### config.mk
export PLATFORM = sky130hd
export DESIGN_NAME = capture_read_latch
export DESIGN_NICKNAME = d
export VERILOG_FILES = /design/src/rtl/caplat_pkg.sv /design/src/rtl/caplat_ctrl.sv /design/src/rtl/caplat_snap.sv /design/src/rtl/caplat_mux.sv /design/src/rtl/capture_read_latch.sv
export SDC_FILE = /design/constraint.sdc
export NUM_CORES = 1
export LEC_CHECK = 0
export BUFFER_PORTS_ARGS = -buffer_cell sky130_fd_sc_hd__buf_2
export CELL_PAD_IN_SITES_DETAIL_PLACEMENT = 0
export CELL_PAD_IN_SITES_GLOBAL_PLACEMENT = 1
export CORE_UTILIZATION = 33
export CTS_CLUSTER_SIZE = 25
export DETAILED_ROUTE_END_ITERATION = 8
export PLACE_DENSITY_LB_ADDON = 0.25
export SYNTH_ARGS = -nofsm -noshare
export SYNTH_HDL_FRONTEND = slang
export SYNTH_HIERARCHICAL = 1
export SYNTH_SLANG_ARGS = --single-unit
### constraint.sdc
create_clock -name clk -period 1.8 [get_ports clk]
set_clock_uncertainty 0.15 [all_clocks]
set_input_delay 0.36 -clock clk [delete_from_list [all_inputs] [get_ports clk]]
set_output_delay 0.36 -clock clk [all_outputs]
set_load 0.01 [all_outputs]
### src/rtl/caplat_pkg.sv
package caplat_pkg;

    localparam int unsigned BYTE_W_DEF = 8;

    typedef enum logic {
        HALF_LO = 1'b0,
        HALF_HI = 1'b1
    } half_e;

    typedef struct packed {
        logic  held;
        half_e opener;
    } latch_st_t;

    typedef enum logic [1:0] {
        SRC_NONE = 2'd0,
        SRC_LIVE = 2'd1,
        SRC_SNAP = 2'd2
    } src_e;

    function automatic half_e to_half(input logic sel);
        return sel ? HALF_HI : HALF_LO;
    endfunction

    function automatic latch_st_t released();
        latch_st_t s;
        s.held   = 1'b0;
        s.opener = HALF_LO;
        return s;
    endfunction

endpackage

### src/rtl/caplat_ctrl.sv
module caplat_ctrl
    import caplat_pkg::*;
(
    input  logic      clk,
    input  logic      rst,
    input  logic      rd_en,
    input  logic      rd_hi,
    input  logic      ctl_wr,
    input  logic      dbg_halt,
    input  logic      cap_mode,
    output latch_st_t st,
    output logic      load,
    output src_e      src
);

    latch_st_t st_q, st_d;
    logic      active_rd;
    logic      rst_q;

    assign active_rd = rd_en && cap_mode && !dbg_halt;

    always_comb begin
        st_d = st_q;
        load = 1'b0;
        if (ctl_wr) begin
            st_d = released();
        end else if (active_rd) begin
            if (!st_q.held) begin
                st_d.held   = 1'b1;
                st_d.opener = to_half(rd_hi);
                load        = 1'b1;
            end else if (to_half(rd_hi) != st_q.opener) begin
                st_d = released();
            end
        end
    end

    always_comb begin
        if (!rd_en)                    src = SRC_NONE;
        else if (dbg_halt || !cap_mode) src = SRC_LIVE;
        else if (st_q.held)            src = SRC_SNAP;
        else                           src = SRC_LIVE;
    end

    always_ff @(posedge clk) begin
        if (rst) st_q <= released();
        else     st_q <= st_d;
        rst_q <= rst;
    end

    assign st = st_q;

    // after reset the latch is released
    always_ff @(posedge clk) begin
        if (rst_q) assert (!st_q.held) else $error("p_reset_rel_r8");
    end

    p_clear_r4: assert property (@(posedge clk) disable iff (rst)
        ctl_wr |=> !st_q.held);

    p_open_r1: assert property (@(posedge clk) disable iff (rst)
        (rd_en && cap_mode && !dbg_halt && !ctl_wr && !st_q.held)
        |=> (st_q.held && st_q.opener == $past(to_half(rd_hi))));

    p_close_r2: assert property (@(posedge clk) disable iff (rst)
        (rd_en && cap_mode && !dbg_halt && !ctl_wr && st_q.held
         && to_half(rd_hi) != st_q.opener) |=> !st_q.held);

    p_repeat_r3: assert property (@(posedge clk) disable iff (rst)
        (rd_en && cap_mode && !dbg_halt && !ctl_wr && st_q.held
         && to_half(rd_hi) == st_q.opener) |=> (st_q == $past(st_q)));

    p_freeze_r5: assert property (@(posedge clk) disable iff (rst)
        (dbg_halt && !ctl_wr) |=> (st_q == $past(st_q)));

    p_bypass_keep_r7: assert property (@(posedge clk) disable iff (rst)
        (!cap_mode && !ctl_wr) |=> (st_q == $past(st_q)));

endmodule

### src/rtl/caplat_snap.sv
module caplat_snap #(
    parameter int unsigned VAL_W = 16
) (
    input  logic             clk,
    input  logic             rst,
    input  logic             load,
    input  logic [VAL_W-1:0] live_val,
    output logic [VAL_W-1:0] snap_val
);

    logic [VAL_W-1:0] snap_q;
    logic             rst_q;

    always_ff @(posedge clk) begin
        if (rst)       snap_q <= '0;
        else if (load) snap_q <= live_val;
        rst_q <= rst;
    end

    assign snap_val = snap_q;

    // buffer cleared by reset
    always_ff @(posedge clk) begin
        if (rst_q) assert (snap_q == '0) else $error("p_reset_buf_r8");
    end

    p_capture_r1: assert property (@(posedge clk) disable iff (rst)
        load |=> (snap_q == $past(live_val)));

endmodule

### src/rtl/caplat_mux.sv
module caplat_mux
    import caplat_pkg::*;
#(
    parameter int unsigned BYTE_W = 8
) (
    input  src_e                  src,
    input  logic                  rd_hi,
    input  logic [2*BYTE_W-1:0]   live_val,
    input  logic [2*BYTE_W-1:0]   snap_val,
    output logic [BYTE_W-1:0]     rd_data
);

    localparam int unsigned LANES = 2;

    logic [BYTE_W-1:0] live_lane [LANES];
    logic [BYTE_W-1:0] snap_lane [LANES];

    for (genvar g = 0; g < LANES; g++) begin : g_lane
        assign live_lane[g] = live_val[g*BYTE_W +: BYTE_W];
        assign snap_lane[g] = snap_val[g*BYTE_W +: BYTE_W];
    end

    always_comb begin
        case (src)
            SRC_LIVE: rd_data = live_lane[rd_hi];
            SRC_SNAP: rd_data = snap_lane[rd_hi];
            default:  rd_data = '0;
        endcase
    end

endmodule

### src/rtl/capture_read_latch.sv
module capture_read_latch
    import caplat_pkg::*;
#(
    parameter int unsigned BYTE_W = BYTE_W_DEF
) (
    input  logic                clk,
    input  logic                rst,
    input  logic                rd_en,
    input  logic                rd_hi,
    input  logic                ctl_wr,
    input  logic                dbg_halt,
    input  logic                cap_mode,
    input  logic [2*BYTE_W-1:0] live_val,
    output logic [BYTE_W-1:0]   rd_data
);

    localparam int unsigned VAL_W = 2 * BYTE_W;

    latch_st_t        st;
    logic             load;
    src_e             src;
    logic [VAL_W-1:0] snap_val;

    caplat_ctrl u_ctrl (
        .clk      (clk),
        .rst      (rst),
        .rd_en    (rd_en),
        .rd_hi    (rd_hi),
        .ctl_wr   (ctl_wr),
        .dbg_halt (dbg_halt),
        .cap_mode (cap_mode),
        .st       (st),
        .load     (load),
        .src      (src)
    );

    caplat_snap #(.VAL_W(VAL_W)) u_snap (
        .clk      (clk),
        .rst      (rst),
        .load     (load),
        .live_val (live_val),
        .snap_val (snap_val)
    );

    caplat_mux #(.BYTE_W(BYTE_W)) u_mux (
        .src      (src),
        .rd_hi    (rd_hi),
        .live_val (live_val),
        .snap_val (snap_val),
        .rd_data  (rd_data)
    );

    p_idle_r9: assert property (@(posedge clk) disable iff (rst)
        !rd_en |-> (rd_data == '0));

    p_halt_live_r6: assert property (@(posedge clk) disable iff (rst)
        (rd_en && dbg_halt) |->
        (rd_data == (rd_hi ? live_val[VAL_W-1:BYTE_W] : live_val[BYTE_W-1:0])));

    p_bypass_r7: assert property (@(posedge clk) disable iff (rst)
        (rd_en && !cap_mode) |->
        (rd_data == (rd_hi ? live_val[VAL_W-1:BYTE_W] : live_val[BYTE_W-1:0])));

    p_second_r2: assert property (@(posedge clk) disable iff (rst)
        (rd_en && cap_mode && !dbg_halt && st.held) |->
        (rd_data == (rd_hi ? snap_val[VAL_W-1:BYTE_W] : snap_val[BYTE_W-1:0])));

endmodule

==> out/results.ini, run 1 <==
[drt]
drt_iter0_drc=20
ant_nets=0
avgRoutedWirePerCell_microns=13.1
num_vias=827
drc=2
drt_pre_antenna_iters=6
totalWireLength_microns=2160
vias_per_cell=5.01

[pwr]
switchingPower_uw=209
p_seq_frac=0.499
ir_drop_uv=420
cellPowerDensity_nw_per_um2=591
p_comb_frac=0.203
clkPwrFrac=0.298
leakagePower_nw=0.579
p_int_uw=615
p_sw_frac=0.253

[place]
portBuffers=30
place_hpwl_microns=1700
gp_congestion=0.697

[synth]
synth-seq-cells=18
syn_area_per_cell_sq_um=10.0
syn-cell-area_sq_um=1000
synthDistinctLibCells=21
synth_nets=125
yosysWarnings=6
yosysSeqAreaShare=0.359
synthCells=100

[finish]
syn_to_final_growth_pct=38.9
multiInputGateArea_sq_um=709
fill_cells=272
ff_latch_area_sq_um=362
postLayoutCoreUtil=0.493
finalNetCount=160
diodes=0
layout-drive-gt1-share=0.448

[run_status]
violations=design-rule violations, negative setup slack
status=finished with violations

[cts]
hold_buffers=0
cts-buffers-inserted=3
cts_tree=done
cts.path.max_buffers=2
clk_pin_slew_ps=110
cts.sinks=18
cts_root_buf=clkbuf_4
htreeDepth=1
postCtsSetupBuffers=0
clkLatencyLatePin_ps=280

[timing]
slew_viol_final=0
tightest_slew_ps=342
hold_viol=0
setup_violations=8
fin_crit_ps=2170
setup_tns_ps=-2840
setup_slack_ps=-369
relSlewSlack=0.772
rsz0062_at_grt=yes
finalCritPeriodShare=1.21
max_freq_ghz=0.461

[setup_path]
critPathBufInv=2
path_delay_family=compound AO/OA/AOI/OAI gates
crit_required_ps=1290
cp_max_fo=8
crit_cells=6
path_class=flop to output pin
slowest_delay_ps=350
end_kind=output pin
start_kind=flop
cpMaxStageDelayCell=dfxtp_2
critical_path_arrival_ps=1660
crit_path_cell_trace=a21boi_2 > inv_2 > ha_4 > nand2b_4 > o22ai_4 > buf_2
ff2ff_path_depth=5

[floorplan]
rows=19
die_w_microns=57.2
dieArea_sq_um=3270
coreArea_sq_um=2830
die_h_microns=57.2
io_pins=31
initial_core_util=0.355

[global_route]
grt_overflow=0
antenna_found_initial=0
grt_pass1_wl_microns=3710
grt_usage=0.147
grt_start_max_net_pins=18
grt_pass1_vias=841

[min_path]
holdPathStages=3
hold_path_class=input pin to flop

[job]
cap_violations=0

-- layer usage --
layer | GRT usage | up-vias | routed length, microns
met1 | 0.191 | 382 | 993
met5 | 0 | - | 0
met2 | 0.244 | 20 | 1040
met3 | 0.0295 | 2 | 110
met4 | 0.0523 | 0 | 18
li1 | - | 423 | -
-- worst register-to-register path, stage by stage, from the launching register on --
cell and delay, ps:
dfxtp_2 350, buf_4 140, nor3_2 210, buf_4 250, mux2i_1 220, nor2_1 50
-- worst paths after layout --
check / startpoint / to / slack, ps
worst max-delay path: u_ctrl/st[1] / rd_data[6] / -370
worst min-delay path: live_val[0] / u_snap/snap_val[0] / 170
worst max register to register: u_ctrl/st[1] / u_snap/snap_val[5] / 320
worst min register to register: u_snap/snap_val[0] / u_snap/snap_val[0] / 350
-- placed cells by master, fill, tap and decap left out --
master	instances
and3_4	1
mux2i_1	32
or2_1	1
dfxtp_1	17
nand2b_4	2
a21boi_2	1
buf_2	29
nor3_2	1
xor2_1	1
nor2_1	18
o221a_1	1
clkbuf_8	1
buf_6	1
nor2b_4	1
nand3b_1	1
clkbuf_4	3
buf_4	6
o211ai_1	1
o22ai_4	8
inv_1	1
ha_1	1
ha_4	1
buf_12	2
dfxtp_2	1
a21oi_2	1
inv_2	1
-- metrics by stage --
stage                     instance area, sq um  worst slack [ps]  instances  hold WS (ps)  total power, mW
after floorplan                           1180             -67.9        100           310            0.537
after global placement                    1350              -331        161           324            0.584
after detailed placement                  1350              -356        161           332            0.588
after CTS                                 1390              -407        165           168            0.839
after global routing                      1400              -475        165           161            0.872
final                                     1400              -369        165           167            0.824
-- sequential cells by signal (all words and copies together), names as in the netlist --
signal / flops
u_ctrl/st: 2
u_snap/snap_val: 16
-- power groups by stage --
| stage | sequential [mW] | combinational (mW) | clock, mW |
|---|---|---|---|
| after floorplan | 0.419 | 0.117 | 0 |
| after global placement | 0.420 | 0.165 | 0 |
| after detailed placement | 0.420 | 0.168 | 0 |
| after CTS | 0.411 | 0.168 | 0.259 |
| after global routing | 0.413 | 0.180 | 0.279 |
| final | 0.411 | 0.167 | 0.246 |
-- what timing repair did --
action / CTS / global route
pin swaps: 0 / 4
resized for setup: 1 / 2
endpoints found under the setup margin: 8 / 8
-- final cells by class --
cell class	instances	area share
multi-input combinational	72	0.509
sequential	18	0.259
timing repair buffer	38	0.173
tap	31	0.0278
clock buffer	4	0.0260
inverter	2	0.00538
-- cell usage after synthesis --
library cell	count	area [sq um]
mux2i_1	32	320
dfxtp_1	18	360
nor2_1	18	67.6
o22ai_1	8	50.1
buf_1	3	11.3
buf_12	2	40.0
buf_6	2	22.5
ha_1	2	25.0
inv_1	2	7.51
nand2b_1	2	12.5
a21boi_1	1	7.51
a21oi_2	1	8.76
and3_4	1	11.3
buf_2	1	5.00
nand3b_1	1	7.51
nor2b_2	1	8.76
nor3_1	1	5.00
o211ai_1	1	7.51
o221a_1	1	11.3
or2_1	1	6.26
xor2_1	1	8.76
-- kinds of logic after synthesis --
| logic type | count (synthesis) | synth area share |
|---|---|---|
| muxes | 32 | 0.319 |
| xor gates and xnor gates | 1 | 0.00872 |
| DFF | 18 | 0.359 |
| AOI/OAI and AO/OA | 12 | 0.0847 |
| adders and majority gates | 2 | 0.0249 |
| and+or+nand+nor | 25 | 0.118 |
| buffers and inverters | 10 | 0.0859 |
Power figures use the tool's default switching activity.
==> run 2, diff against run 1 <==
Settings changed: CORE_ASPECT_RATIO set to 0.7.
==> run 2 against run 1 <==
Against the previous run:
- the flow finishes with violations (negative setup slack)
- hold slack gained 43 ps
- clock power grew 31%
- die area grew 0.12%
- fmax grew 2.0%
- final cell count grew 2.4%
- register-to-register slack is essentially flat
- sequential power is essentially flat
- routed wire length shrank 0.74%
- cell area grew 3.5%
- core utilization grew 1.5 points
- first-iteration DRC count shrank 10%
- count of clock-buffer cells in the layout is the same
==> out/results.ini, run 2 (synthesized netlist as in run 1, its figures left out) <==
[cts]
htreeDepth=1  ; unchanged
clkLatencyLatePin_ps=250  ; -30 ps
cts_root_buf=clkbuf_8
cts_tree=done
clk_pin_slew_ps=70  ; -40 ps
cts.sinks=18  ; unchanged
hold_buffers=0  ; unchanged
cts-buffers-inserted=3  ; unchanged
cts.path.max_buffers=2  ; unchanged

[drt]
drc=0  ; -2
vias_per_cell=4.94  ; -1.4%
avgRoutedWirePerCell_microns=12.7  ; -3.1%
totalWireLength_microns=2140  ; -0.74%
num_vias=835  ; +0.97%
drt_iter0_drc=18  ; -10%
ant_nets=0  ; unchanged
drt_pre_antenna_iters=4  ; -2

[floorplan]
coreArea_sq_um=2840  ; +0.49%
initial_core_util=0.353  ; -0.00172
rows=16  ; -3
die_h_microns=48.2  ; -16%
io_pins=31  ; unchanged
die_w_microns=68.0  ; +19%
dieArea_sq_um=3270  ; +0.12%

[global_route]
antenna_found_initial=0  ; unchanged
grt_start_max_net_pins=19  ; +1
grt_overflow=0  ; unchanged
grt_pass1_wl_microns=3430  ; -7.6%
grt_pass1_vias=734  ; -13%
grt_usage=0.148  ; +0.000765

[timing]
hold_viol=0  ; unchanged
relSlewSlack=0.771  ; about the same
tightest_slew_ps=343  ; +0.403 ps
rsz0062_at_grt=yes
fin_crit_ps=2130  ; -42.9 ps
slew_viol_final=0  ; unchanged
max_freq_ghz=0.470  ; +2.0%
holdWs_ps=211  ; +43.3 ps
finalCritPeriodShare=1.18  ; -0.0239
setup_slack_ps=-326  ; +42.9 ps
setup_tns_ps=-2510  ; +334 ps
setup_violations=8  ; unchanged

[place]
place_hpwl_microns=1610  ; -5.6%
dpl_cell_area_sq_um=1340  ; -0.65%
portBuffers=30  ; unchanged
gp_congestion=0.652  ; -6.5%
pre_cts_ws_ps=-346  ; +10.0 ps
placedCellCount=164  ; +1.9%

[run_status]
status=finished with violations
violations=negative setup slack

[setup_path]
path_delay_family=simple AND/OR/NAND/NOR gates
cp_max_fo=8  ; unchanged
start_kind=input pin
crit_path_cell_trace=buf_2 > nor2b_4 > and3_4 > ha_4 > nand2b_4 > o22ai_4 > buf_6
critPathBufInv=2  ; unchanged
crit_required_ps=1290  ; about the same
cpMaxStageDelayCell=nand2b_4
slowest_delay_ps=250  ; -100 ps
critical_path_arrival_ps=1620  ; -40 ps
path_class=input pin to output pin
end_kind=output pin

[finish]
layout-drive-gt1-share=0.444  ; -0.00415
stdcell_area_sq_um=1440  ; +3.5%
diodes=0  ; unchanged
largest_reg_flops=16  ; unchanged
syn_to_final_growth_pct=43.7
final_common_cell=mux2i_1
final_cells=169  ; +2.4%
postLayoutCoreUtil=0.508  ; +0.0148
mostFrequentLayoutCells=mux2i_1, buf_2, nor2_1
fill_cells=283  ; +4.0%
finalNetCount=159  ; -0.63%

[pwr]
ir_drop_uv=524  ; +25%
leakagePower_nw=0.584  ; +0.96%
cellPowerDensity_nw_per_um2=627  ; +6.2%
p_total_uw=906  ; +9.9%

[min_path]
hold_path_class=input pin to flop

[job]
cap_violations=0  ; unchanged

==> run 2: what timing repair did <==
item	in CTS	in global routing
pin swaps	0	1
setup buffers	0	1
setup endpoints to repair	8	8
gates resized for setup	3	5
==> run 2: final timing paths <==
kind | from | endpoint | slack [ps] | depth (start not counted)
setup / recovery | dbg_halt | rd_data[0] | -330 | 7
hold / removal | live_val[4] | u_snap/snap_val[4] | 210 | 3
setup reg to reg | u_ctrl/st[1] | u_snap/snap_val[12] | 330 | 5
hold reg to reg | u_snap/snap_val[3] | u_snap/snap_val[3] | 350 | 2
==> run 2: final cells by class <==
type                    instances  area [sq um]  area share
multi-input cells              72           709       0.491
flip-flops and latches         18           362       0.250
repair buffers                 37           265       0.184
clock buffers                   4          55.1      0.0381
well taps                      36          45.0      0.0312
inverters                       2          7.51     0.00520
==> run 2: power by group <==
| part | internal (mW) | leakage [nW] | switching, mW | total, mW |
|---|---|---|---|---|
| combinational | 0.0892 | 0.410 | 0.0827 | 0.172 |
| clock | 0.194 | 0.0288 | 0.129 | 0.323 |
| sequential | 0.407 | 0.146 | 0.00457 | 0.411 |
| total | 0.690 | 0.584 | 0.216 | 0.906 |
==> run 2: metal layers <==
layer | global-route usage | up-vias | share of wire
li1 | - | 422 | -
met1 | 0.190 | 396 | 0.49
met2 | 0.239 | 17 | 0.44
met3 | 0.0607 | 0 | 0.063
met4 | 0.0250 | 0 | 0
met5 | 0 | - | 0
==> run 2: worst min-delay path, stage by stage <==
cell and delay (ps):
buf_2 80, mux2i_1 60, nor2_1 70
==> run 3, diff against run 2 <==
Settings changed: PLACE_DENSITY set to 0.83, PLACE_DENSITY_LB_ADDON 0.25 to unset.
==> run 3 against run 2 <==
Against the previous run:
- the flow still finishes with violations (negative setup slack)
- core utilization decreased by 0.44 points
- critical path depth unchanged
- sequential power about the same
- largest power group unchanged
- highest routed layer is now met4
==> out/results.ini, run 3 (synthesized netlist as in run 1, its figures left out) <==
[place]
portBuffers=30  ; unchanged
pre_cts_ws_ps=-354  ; -8.17 ps
place_hpwl_microns=1660  ; +3.3%
gp_congestion=0.649  ; -0.34%
dpl_cell_area_sq_um=1340  ; -0.56%
placedCellCount=163  ; -0.61%

[timing]
tightest_slew_ps=334  ; -8.61 ps
setup_tns_ps=-2600  ; -87.7 ps
setup_violations=8  ; unchanged
setup_slack_ps=-343  ; -17.2 ps
max_freq_ghz=0.467  ; -0.80%
hold_viol=0  ; unchanged
slew_viol_final=0  ; unchanged
rsz0062_at_grt=yes
holdWs_ps=206  ; -4.61 ps
fin_crit_ps=2140  ; +17.2 ps
finalCritPeriodShare=1.19  ; +0.00954
relSlewSlack=0.777  ; +0.00574

[global_route]
grt_pass1_vias=761  ; +3.7%
grt_overflow=0  ; unchanged
grt_usage=0.150  ; +0.00177
grt_pass1_wl_microns=3410  ; -0.61%
met3_usage=0.0561  ; -0.00467
antenna_found_initial=0  ; unchanged
grt_start_max_net_pins=19  ; unchanged
grt.met1_usage=0.178  ; -0.0119
busiest_layer=met2
grt_util_met2=0.261  ; +0.0216

[setup_path]
crit_required_ps=1290  ; about the same
start_kind=input pin
endpoint=rd_data[7]
ff2ff_path_depth=5  ; unchanged
critical_path_arrival_ps=1630  ; about the same
path_class=input pin to output pin
r2r_start=u_ctrl/st[1]
r2r_slack_ps=300  ; -30 ps
startpoint=dbg_halt
end_kind=output pin
r2r-end=u_snap/snap_val[10]
cp_max_fo=8  ; unchanged

[finish]
layout-drive-gt1-share=0.435  ; -0.00849
postLayoutCoreUtil=0.504  ; -0.00440
final_common_cell=mux2i_1
mostFrequentLayoutCells=mux2i_1, buf_2, nor2_1
largest_reg_flops=16  ; unchanged
syn_to_final_growth_pct=42.5
finalNetCount=158  ; -0.63%
stdcell_area_sq_um=1430  ; -0.87%
diodes=0  ; unchanged
final_cells=167  ; -1.2%

[cts]
clkLatencyLatePin_ps=250  ; about the same
hold_buffers=0  ; unchanged
cts_root_buf=clkbuf_8
htreeDepth=1  ; unchanged
cts_tree=done
clk_pin_slew_ps=60  ; about the same
cts.path.max_buffers=2  ; unchanged
cts.sinks=18  ; unchanged
cts-buffers-inserted=3  ; unchanged

[drt]
ant_nets=0  ; unchanged
totalWireLength_microns=2260  ; +5.6%
drt_pre_antenna_iters=4  ; unchanged
drt_iter0_drc=39  ; +21
num_vias=846  ; +1.3%
vias_per_cell=5.07  ; +2.5%
drc=0  ; unchanged
avgRoutedWirePerCell_microns=13.6  ; +6.9%

[min_path]
hold_path_class=input pin to flop

[floorplan]
die_h_microns=48.2  ; unchanged
coreArea_sq_um=2840  ; unchanged
initial_core_util=0.353  ; unchanged
die_w_microns=68.0  ; unchanged
rows=16  ; unchanged
dieArea_sq_um=3270  ; unchanged
io_pins=31  ; unchanged

[pwr]
ir_drop_uv=352  ; -33%
cellPowerDensity_nw_per_um2=602  ; -4.1%
leakagePower_nw=0.575  ; -1.5%
p_total_uw=862  ; -4.9%

[job]
cap_violations=0  ; unchanged

[run_status]
status=finished with violations
violations=negative setup slack

run 3: cell count changes in the layout (fill, tap and decap cells not counted):
| cell | change |
|---|---|
| buf_2 | -2 |
| buf_6 | +1 |
| clkbuf_8 | -1 |
run 3: how the worst min path moves through the flow:
stage                                  start             endpoint  slack (ps)  depth (start not counted)
final                           live_val[14]  u_snap/snap_val[14]         210                          3
after global placement    u_snap/snap_val[8]   u_snap/snap_val[8]         320                          2
after global routing            live_val[13]  u_snap/snap_val[13]         210                          3
after detailed placement  u_snap/snap_val[8]   u_snap/snap_val[8]         340                          2
after CTS                       live_val[11]  u_snap/snap_val[11]         200                          3
after floorplan           u_snap/snap_val[0]   u_snap/snap_val[0]         310                          2
run 3: final cells by class:
| class | count | area, sq um |
|---|---|---|
| fillers | 266 | 1410 |
| flip-flops and latches | 18 | 362 |
| multi-input cells | 72 | 709 |
| well taps | 36 | 45.0 |
| inverters | 2 | 7.51 |
| clock buffers | 3 | 41.3 |
| repair buffers | 36 | 267 |
run 3: report_power, final:
| part | total, mW | internal [mW] | leakage, nW | switching (mW) |
|---|---|---|---|---|
| sequential | 0.412 | 0.407 | 0.146 | 0.00464 |
| clock | 0.276 | 0.149 | 0.0216 | 0.128 |
| combinational | 0.173 | 0.0898 | 0.408 | 0.0837 |
run 3: worst max-delay path, cell delays in order:
cell,delay (ps)
buf_4,120
nor2b_4,130
and3_4,220
ha_4,200
nand2b_4,250
o22ai_4,220
buf_6,120
run 3: timing repair:
item	CTS	global route
setup endpoints to repair	8	8
gates resized for setup	2	8
pin swaps	1	3
buffers inserted	1	0
hold endpoints to repair	0	0
run 3: per-layer routing:
metal / wire length [microns] / vias to the layer above
li1: - / 421
met1: 976 / 408
met2: 1160 / 14
met3: 104 / 3
met4: 19 / 0
met5: 0 / -
